### config.mk
export PLATFORM = sky130hd
export DESIGN_NAME = serclk_prescaler
export DESIGN_NICKNAME = d
export VERILOG_FILES = /design/src/rtl/sclk_pkg.sv /design/src/rtl/sclk_psr_hold.sv /design/src/rtl/sclk_div_core.sv /design/src/rtl/serclk_prescaler.sv
export SDC_FILE = /design/constraint.sdc
export NUM_CORES = 1
export LEC_CHECK = 0
export ABC_CLOCK_PERIOD_IN_PS = 6300
export BUFFER_PORTS_ARGS = -buffer_cell sky130_fd_sc_hd__buf_2
export CAP_MARGIN = 20
export CORE_MARGIN = 1
export CORE_UTILIZATION = 61
export DETAILED_ROUTE_END_ITERATION = 16
export MAX_ROUTING_LAYER = met4
export PLACE_DENSITY = 0.79
export SLEW_MARGIN = 30
export SYNTH_ARGS = -nofsm -noshare
export SYNTH_HDL_FRONTEND = slang
export SYNTH_SLANG_ARGS = --single-unit
### constraint.sdc
create_clock -name clk -period 6.3 [get_ports clk]
set_clock_uncertainty 0.15 [all_clocks]
set_input_delay 0.945 -clock clk [delete_from_list [all_inputs] [get_ports clk]]
set_output_delay 0.945 -clock clk [all_outputs]
set_load 0.03 [all_outputs]
### src/rtl/sclk_pkg.sv
package sclk_pkg;

    // Default geometry of the divider.
    localparam int unsigned REG_W  = 16;
    localparam int unsigned PSR_W  = 8;
    localparam int unsigned RATE_W = 8;

    // Phase of the generated clock.
    typedef enum logic {
        PH_LOW  = 1'b0,
        PH_HIGH = 1'b1
    } sclk_phase_e;

    // Running state of the divide engine.
    typedef struct packed {
        sclk_phase_e phase;
        logic        tick;
    } sclk_out_t;

endpackage

### src/rtl/sclk_psr_hold.sv
module sclk_psr_hold #(
    parameter int unsigned REG_W = 16,
    parameter int unsigned PSR_W = 8
) (
    input  logic             clk,
    input  logic             rst,
    input  logic             wr,
    input  logic [PSR_W-1:0] wdata,
    output logic [PSR_W-2:0] half_q,
    output logic [REG_W-1:0] rdata
);
    localparam int unsigned PAD_W = REG_W - PSR_W;

    // Holding stage: only the even part of the prescale value is kept.
    always_ff @(posedge clk) begin
        if (rst) begin
            half_q <= '0;
        end else if (wr) begin
            half_q <= wdata[PSR_W-1:1];
        end
    end

    wire unused_lsb = wdata[0];

    generate
        if (PAD_W > 0) begin : g_pad
            assign rdata = {{PAD_W{1'b0}}, half_q, 1'b0};
        end else begin : g_nopad
            assign rdata = {half_q, 1'b0};
        end
    endgenerate
endmodule

### src/rtl/sclk_div_core.sv
module sclk_div_core
    import sclk_pkg::*;
#(
    parameter int unsigned PSR_W  = 8,
    parameter int unsigned RATE_W = 8,
    parameter int unsigned CNT_W  = PSR_W + RATE_W
) (
    input  logic              clk,
    input  logic              rst,
    input  logic              enable,
    input  logic [PSR_W-2:0]  hold_half,
    input  logic [RATE_W-1:0] rate,
    output sclk_out_t         out_q,
    output logic [CNT_W-1:0]  len_q,
    output logic [CNT_W-1:0]  cnt_q
);
    logic [CNT_W-1:0] next_len;
    logic             run;
    logic             at_end;

    // Half period = (P/2) * (1 + R), computed once per reload.
    assign next_len = CNT_W'(hold_half) * (CNT_W'(rate) + CNT_W'(1));
    assign run      = enable && (len_q != '0);
    assign at_end   = (cnt_q == len_q - CNT_W'(1));

    always_ff @(posedge clk) begin
        if (rst) begin
            len_q       <= '0;
            cnt_q       <= '0;
            out_q.phase <= PH_LOW;
            out_q.tick  <= 1'b0;
        end else if (!run) begin
            len_q       <= next_len;
            cnt_q       <= '0;
            out_q.phase <= PH_LOW;
            out_q.tick  <= 1'b0;
        end else begin
            out_q.tick <= 1'b0;
            if (at_end) begin
                cnt_q <= '0;
                if (out_q.phase == PH_LOW) begin
                    out_q.phase <= PH_HIGH;
                    out_q.tick  <= 1'b1;
                end else begin
                    out_q.phase <= PH_LOW;
                    len_q       <= next_len;
                end
            end else begin
                cnt_q <= cnt_q + CNT_W'(1);
            end
        end
    end
endmodule

### src/rtl/serclk_prescaler.sv
module serclk_prescaler
    import sclk_pkg::*;
#(
    parameter int unsigned REG_W  = sclk_pkg::REG_W,
    parameter int unsigned PSR_W  = sclk_pkg::PSR_W,
    parameter int unsigned RATE_W = sclk_pkg::RATE_W
) (
    input  logic              clk,
    input  logic              rst,
    input  logic              reg_wr,
    input  logic [REG_W-1:0]  reg_wdata,
    output logic [REG_W-1:0]  reg_rdata,
    input  logic [RATE_W-1:0] rate,
    input  logic              enable,
    output logic              sclk_out,
    output logic              bit_tick
);
    localparam int unsigned CNT_W = PSR_W + RATE_W;

    logic [PSR_W-2:0] hold_half;
    logic [CNT_W-1:0] core_len;
    logic [CNT_W-1:0] core_cnt;
    sclk_out_t        core_out;

    wire unused_hi = ^reg_wdata[REG_W-1:PSR_W];

    sclk_psr_hold #(.REG_W(REG_W), .PSR_W(PSR_W)) u_hold (
        .clk    (clk),
        .rst    (rst),
        .wr     (reg_wr),
        .wdata  (reg_wdata[PSR_W-1:0]),
        .half_q (hold_half),
        .rdata  (reg_rdata)
    );

    sclk_div_core #(.PSR_W(PSR_W), .RATE_W(RATE_W), .CNT_W(CNT_W)) u_core (
        .clk       (clk),
        .rst       (rst),
        .enable    (enable),
        .hold_half (hold_half),
        .rate      (rate),
        .out_q     (core_out),
        .len_q     (core_len),
        .cnt_q     (core_cnt)
    );

    assign sclk_out = (core_out.phase == PH_HIGH);
    assign bit_tick = core_out.tick;
endmodule

== After elaboration in Yosys (flattened, before gate mapping) ==
Index checks and enable logic that the tools add are counted.

* Add/sub/neg operators: 3
* Multipliers: 1
* Equal/unequal tests: 3
* Mux-type cells: 4
* Bitwise gates (word level): 2
* Reductions and logical operators: 6

{| class="wikitable"
|+ Operator list
! cell !! count
|-
| 16-bit two-way mux || 3
|-
| 16-bit by 1-bit adder with 16-bit output (second input constant) || 1
|-
| 16-bit == test || 1
|-
| 7-bit by 16-bit multiplier with 16-bit output || 1
|-
| 16-bit nonzero test || 1
|-
| 16-bit by 1-bit subtractor with 16-bit output (second input constant) || 1
|-
| 8-bit by 1-bit adder with 9-bit output (second input constant) || 1
|-
| 3-bit OR reduction || 2
|-
| 2-bit by 1-bit inequality test with 1-bit output (second input constant) || 1
|-
| 2-bit inequality test (second input constant) || 1
|-
| 1-bit inverter || 2
|-
| 2-bit AND reduction || 1
|-
| 2-bit OR reduction || 1
|-
| 1-bit logical AND || 1
|-
| 1-bit two-way mux || 1
|}

* Flip-flop bits (word level): 41
* Bits of input ports: 28

== Logic depth before layout (Yosys ltp) ==
* Depth after elaboration: 5
* Depth in mapped cells: 21
* Depth with buffers taken out: 21

== Modules after synthesis ==
Synthesis repeated with hierarchy kept, for this count alone.

* Cell total of the unflattened synthesis: 544
* Area total of the unflattened synthesis: 4,569.4 µm²

{| class="wikitable"
|+ By module, submodules not included
! module !! times used !! cells an instance !! area each (µm²) !! seq. area each (µm²)
|-
| sclk_div_core || 1 || 505 || 4,197.8 || 680.7
|-
| sclk_psr_hold || 1 || 39 || 371.6 || 140.1
|}

== Least setup slack after synthesis ==
OpenSTA, ideal clock, no wires.

* Path type: input to register
* Start: input port rate[0]
* End: register u_core.len_q[15]
* Library setup time: 123 ps
* Arrival: 5,453 ps
* Data required time: 6,027 ps
* Path slack: 574 ps
* Stages on the path: 21
* Buffers on the path: 0
* Cell sequence: ha_1 nand3_1 xor2_1 nor2b_1 fa_1 inv_1 fa_1 inv_1 fa_1 inv_1 fa_1 inv_1 ha_1 or2_2 a21oi_1 a211oi_1 nor2_1 and3_1 or3_1 a21oi_1 mux2_1

* Longest elaborated chain between the ends: 5

{| class="wikitable"
|+ RTL lines
! item !! line !! RTL
|-
| from (decl) || serclk_prescaler.sv:13 || <nowiki>input logic [RATE_W-1:0] rate,</nowiki>
|-
| 8-bit by 1-bit adder with 9-bit output (*) || sclk_div_core.sv:22 || <nowiki>assign next_len = CNT_W'(hold_half) * (CNT_W'(rate) + CNT_W'(1));</nowiki>
|-
| 7-bit by 16-bit multiplier with 16-bit output (*) || sclk_div_core.sv:22 ||
|-
| 16-bit two-way mux || sclk_div_core.sv:41 || <nowiki>if (out_q.phase == PH_LOW) begin</nowiki>
|-
| 16-bit two-way mux || sclk_div_core.sv:39 || <nowiki>if (at_end) begin</nowiki>
|-
| 16-bit two-way mux (*) || sclk_div_core.sv:32 || <nowiki>end else if (!run) begin</nowiki>
|-
| to (signal assigned) || sclk_div_core.sv:33 || <nowiki>len_q <= next_len;</nowiki>
|-
| to (signal assigned) || sclk_div_core.sv:46 || <nowiki>len_q <= next_len;</nowiki>
|-
| to (decl) || sclk_div_core.sv:14 || <nowiki>output logic [CNT_W-1:0] len_q,</nowiki>
|}

Mark *: on every way between the ends. The rest lies on a longest branch, timed or not. The select of a mux whose other input is x is not followed.
A chain may end at the register's enable or synchronous reset.

== Final worst setup path ==
* Start: input port rate[0]
* End: register u_core.len_q[12]

Same word-level chain as after synthesis.

==> results.md <==
Floorplanning:
- The width of the chip is 87.2 um.
- The vertical die dimension is 87.2 um.
- The starting utilization of the core area is 64.1%.
- The cell row count is 30.
- The total core area is 6910 um^2.
- The top-level port count is 46.
- The area of the die is between 7000 and 8000 um^2.

Outcome:
- The flow ran to the end, and the final reports show no timing, DRC or antenna violations.

Detailed routing:
- The routed design has approximately 8.9 mm of wire.
- The pre-antenna-repair detailed-routing pass consisted of 5 iterations.
- Across all layers, the routed design uses between 3000 and 4000 vias.
- In this run, the number of DRC markers left after iteration 0 of detailed routing was 226.
- The number of vias per cell is 5.53.
- The final routed DRC violation total is 0.
- The final routed wire length divided by cell count is 13.9 um.
- The residual antenna-violating net count after detailed routing is 0.

Power and ir drop:
- In this run the power density over the cells is 212 nW/um^2.
- The combinational cell fraction of total power is 45.0%.
- Net switching is 39.3% of the power.
- The net switching component of the power is 395 uW.
- The clock network fraction of total power is 22.6%.
- The share of total power dissipated in sequential elements is 32.4%.
- IR analysis of the VDD net gives a maximum drop of roughly 0.14 mV.
- The cell-internal power is between 600 and 700 uW.
- The static leakage power is approximately 2.2 nW.

STA:
- The smallest clock period supported by the final layout is computed as ~5.9 ns.
- The setup total negative slack is 0 ns.
- The count of endpoints failing hold in the final timing report is 0.
- Setup slack on the critical path of the routed design comes to between 0.4 and 0.5 ns.
- Setup repair after global routing left no endpoint under its margin.
- The max-slew violation count is 0.
- The period utilization is 93.5%.
- The number of endpoints failing setup at the final stage is 0.
- Based on the critical path, the design can be clocked at up to 170 MHz.
- For the pin with the worst max-slew slack, the measured transition is 0.897 ns.
- The worst pin sits at a relative slew slack of between 40 and 50%.

Place:
- OpenSTA, run right after detailed placement, puts the worst setup slack at 0.153 ns.
- The instance count after placement with tap cells included is ~630.
- The half-perimeter wire length of the detailed placement result is 6.96 mm.
- Input and output buffers added on the ports amount to 27.
- The routability congestion estimate is 0.859.

CTS:
- The buffer count from post-CTS setup fixing is 0.
- The later-pin clock latency in the skew report is around 0.30 ns.
- The clock-pin slew on the worst setup and hold paths is 0.08 ns.
- CTS built an H-tree with a depth of 2.
- The cell at the root of the clock tree is clkbuf_8.
- The number of cells upsized or downsized after cts is 0.
- No sink is reached through more buffers than the 2 on the longest clock path.
- The total clock buffers created by CTS is 5.
- TritonCTS built the clock tree.
- The clock net in this run drives a total of 41 sinks.
- The number of buffers inserted by hold repair at cts is 0.

Synthesis:
- The share of synthesized area occupied by flip-flops and latches is 18.5%.
- The number of different library cells used by synthesis comes to 53.
- The area of the mapped netlist is 4430 um^2.
- Yosys printed 0 warnings.
- Averaged over all synthesized cells, the footprint is 8.62 um^2.
- The synthesized instance count is 514.
- The synthesis-stage register bit count is 41.

Setup path:
- The depth of the most critical reg-to-reg path is 17.
- The most used cell along the critical path is fa_1.
- STA puts the critical path data arrival time at 5.92 ns.
- Walking the worst path, the cells encountered are buf_2 -> ha_1 -> nand3_1 -> nor2_1 -> xnor2_1 -> nor2b_1 -> fa_1 -> fa_1 -> fa_1 -> inv_1 -> fa_1 -> inv_1 -> ha_1 -> nor3_1 -> o211ai_1 -> a31oi_1 -> o21bai_1 -> a21oi_1 -> xor2_1 -> nor2_1 -> mux2_1.
- The master of the slowest instance on the critical path is fa_1.
- STA classifies the critical path startpoint as an input pin.
- The required time at the worst-slack endpoint is ~6.3 ns.
- Along the worst path, the maximum fanout reaches 10.
- For this run, the slowest stage of the critical path takes 0.54 ns.
- The worst setup path is captured at a flip-flop.
- The setup path with the least slack is of type input pin to flip-flop.

Global routing:
- The via count of the first global-routing pass is 3344.
- The first global-routing pass estimated approximately 15 mm of wire.
- Across every metal layer, demand over resource in global routing totals 26.1%.
- The sum of overflow across all layers after global routing is 0.
- The initial antenna violation count came to 0.
- The largest net degree at the start of global routing is 28.

Hold path:
- In this run the worst hold path is classified as flip-flop to flip-flop.
- Counting instances, the worst hold path has a depth of 1.

Finish:
- The count of placed standard cells in the final layout, fillers left out is 636.
- The net count of the finished layout is 639.
- The area growth from synthesis to layout is 7.14%.
- The fraction of final layout cells with drive strength greater than 1 is 9.63%.
- Counting the fill cells in the layout gives 555.
- 0 antenna diodes ended up in the layout.

Flow run:
- The tool flagged a number of max-cap violations equal to 0.
## flip-flops by register name (all words and copies together), names as in the netlist
signal / flops
u_hold.half_q: 7
u_core.out_q: 2
u_core.cnt_q: 16
u_core.len_q: 16
## cells in the mapped netlist (all sizes together)
master / count / area (um^2)
nor2: 51 / 191
nor2b: 42 / 263
dfxtp: 41 / 821
nand2: 41 / 154
ha: 38 / 475
inv: 37 / 139
fa: 34 / 681
xnor2: 29 / 254
xor2: 19 / 166
and2: 16 / 100
mux2i: 16 / 160
nand3: 15 / 75.1
a21oi: 14 / 70.1
buf: 13 / 100
nor3: 12 / 60.1
clkbuf: 11 / 41.3
o21ai: 10 / 50.1
and3: 8 / 50.1
mux2: 8 / 97.6
nand2b: 8 / 50.1
nand4: 6 / 43.8
a21o: 5 / 37.5
nor4: 5 / 52.6
or3: 4 / 25.0
a211oi: 3 / 22.5
a31oi: 3 / 18.8
and4: 2 / 17.5
nand3b: 2 / 15.0
o211ai: 2 / 15.0
o21a: 2 / 15.0
o311ai: 2 / 17.5
or4: 2 / 18.8
a2111oi: 1 / 27.5
a211o: 1 / 8.76
and4b: 1 / 10.0
conb: 1 / 3.75
nand4bb: 1 / 11.3
nor3b: 1 / 7.51
nor4b: 1 / 8.76
o21ba: 1 / 10.0
o21bai: 1 / 7.51
o41ai: 1 / 8.76
or2: 1 / 6.26
or3b: 1 / 8.76
or4b: 1 / 13.8
## cell usage in the layout (no fill, tap or decap), types with 19 or more instances in the layout
master,count
dfxtp_1,41
ha_1,38
fa_1,34
inv_1,37
nor2_1,51
xor2_1,19
xnor2_1,29
nand2_1,41
nor2b_1,42
buf_2,27
## worst max-delay path: cells and delay by family
kind	cells	cell delay (ns)
simple gates	5	0.62
compound gates	4	0.64
buf+inv	3	0.27
fa+ha+maj	6	2.55
mux	1	0.31
xor+xnor	2	0.59
## metrics by stage
step                      hold WS (ns)  power, mW  utilization, %  area [um^2]
after floorplan                  0.303      0.699               -         4460
after global placement           0.281      0.763            67.0         4630
after detailed placement         0.295      0.777            67.0         4630
after CTS                        0.308       1.01            68.7         4750
after global routing             0.362       1.08            68.7         4750
final                            0.308       1.00            68.7         4750
## final timing paths
path,slack [ns],from,end
worst max-delay path,0.41,rate[0],u_core.len_q[12]
worst min-delay path,0.31,u_core.out_q[1],u_core.out_q[0]
worst max register to register,1.33,u_hold.half_q[6],u_core.len_q[15]
worst min register to register,0.31,u_core.out_q[1],u_core.out_q[0]
## kinds of logic after synthesis
| logic type | Yosys count | synth area share, % |
|---|---|---|
| adders and majority gates | 72 | 26.1 |
| muxes | 24 | 5.82 |
| other | 1 | 0.0846 |
| DFF | 41 | 18.5 |
| and+or+nand+nor | 221 | 26.7 |
| AOI/OAI and AO/OA | 46 | 6.98 |
| buffers and inverters | 61 | 6.33 |
| xor gates and xnor gates | 48 | 9.49 |
## cell type report
cell class	instances	area [um^2]	area share, %
inverter	37	139	2.93
clock inverter	2	37.5	0.791
tap	96	120	2.53
timing repair buffer	34	188	3.95
clock buffer	6	82.6	1.74
multi-input combinational	420	3360	70.8
sequential	41	821	17.3
## layer usage
layer | GRT usage (%) | vias to the layer above | share of wire [%]
li1 | - | 1736 | -
met1 | 35.9 | 1699 | 49
met2 | 42.0 | 79 | 47
met3 | 3.98 | 4 | 3.5
met4 | 3.73 | 0 | 0.50
met5 | - | - | 0
## power by group through the flow
stage / sequential [mW] / clock, mW / combinational (mW)
2_1_floorplan: 0.318 / 0 / 0.380
3_3_place_gp: 0.328 / 0 / 0.435
3_5_place_dp: 0.329 / 0 / 0.448
4_1_cts: 0.324 / 0.231 / 0.452
5_1_grt: 0.329 / 0.244 / 0.507
6_report: 0.325 / 0.227 / 0.452
Power figures use the tool's default switching activity.
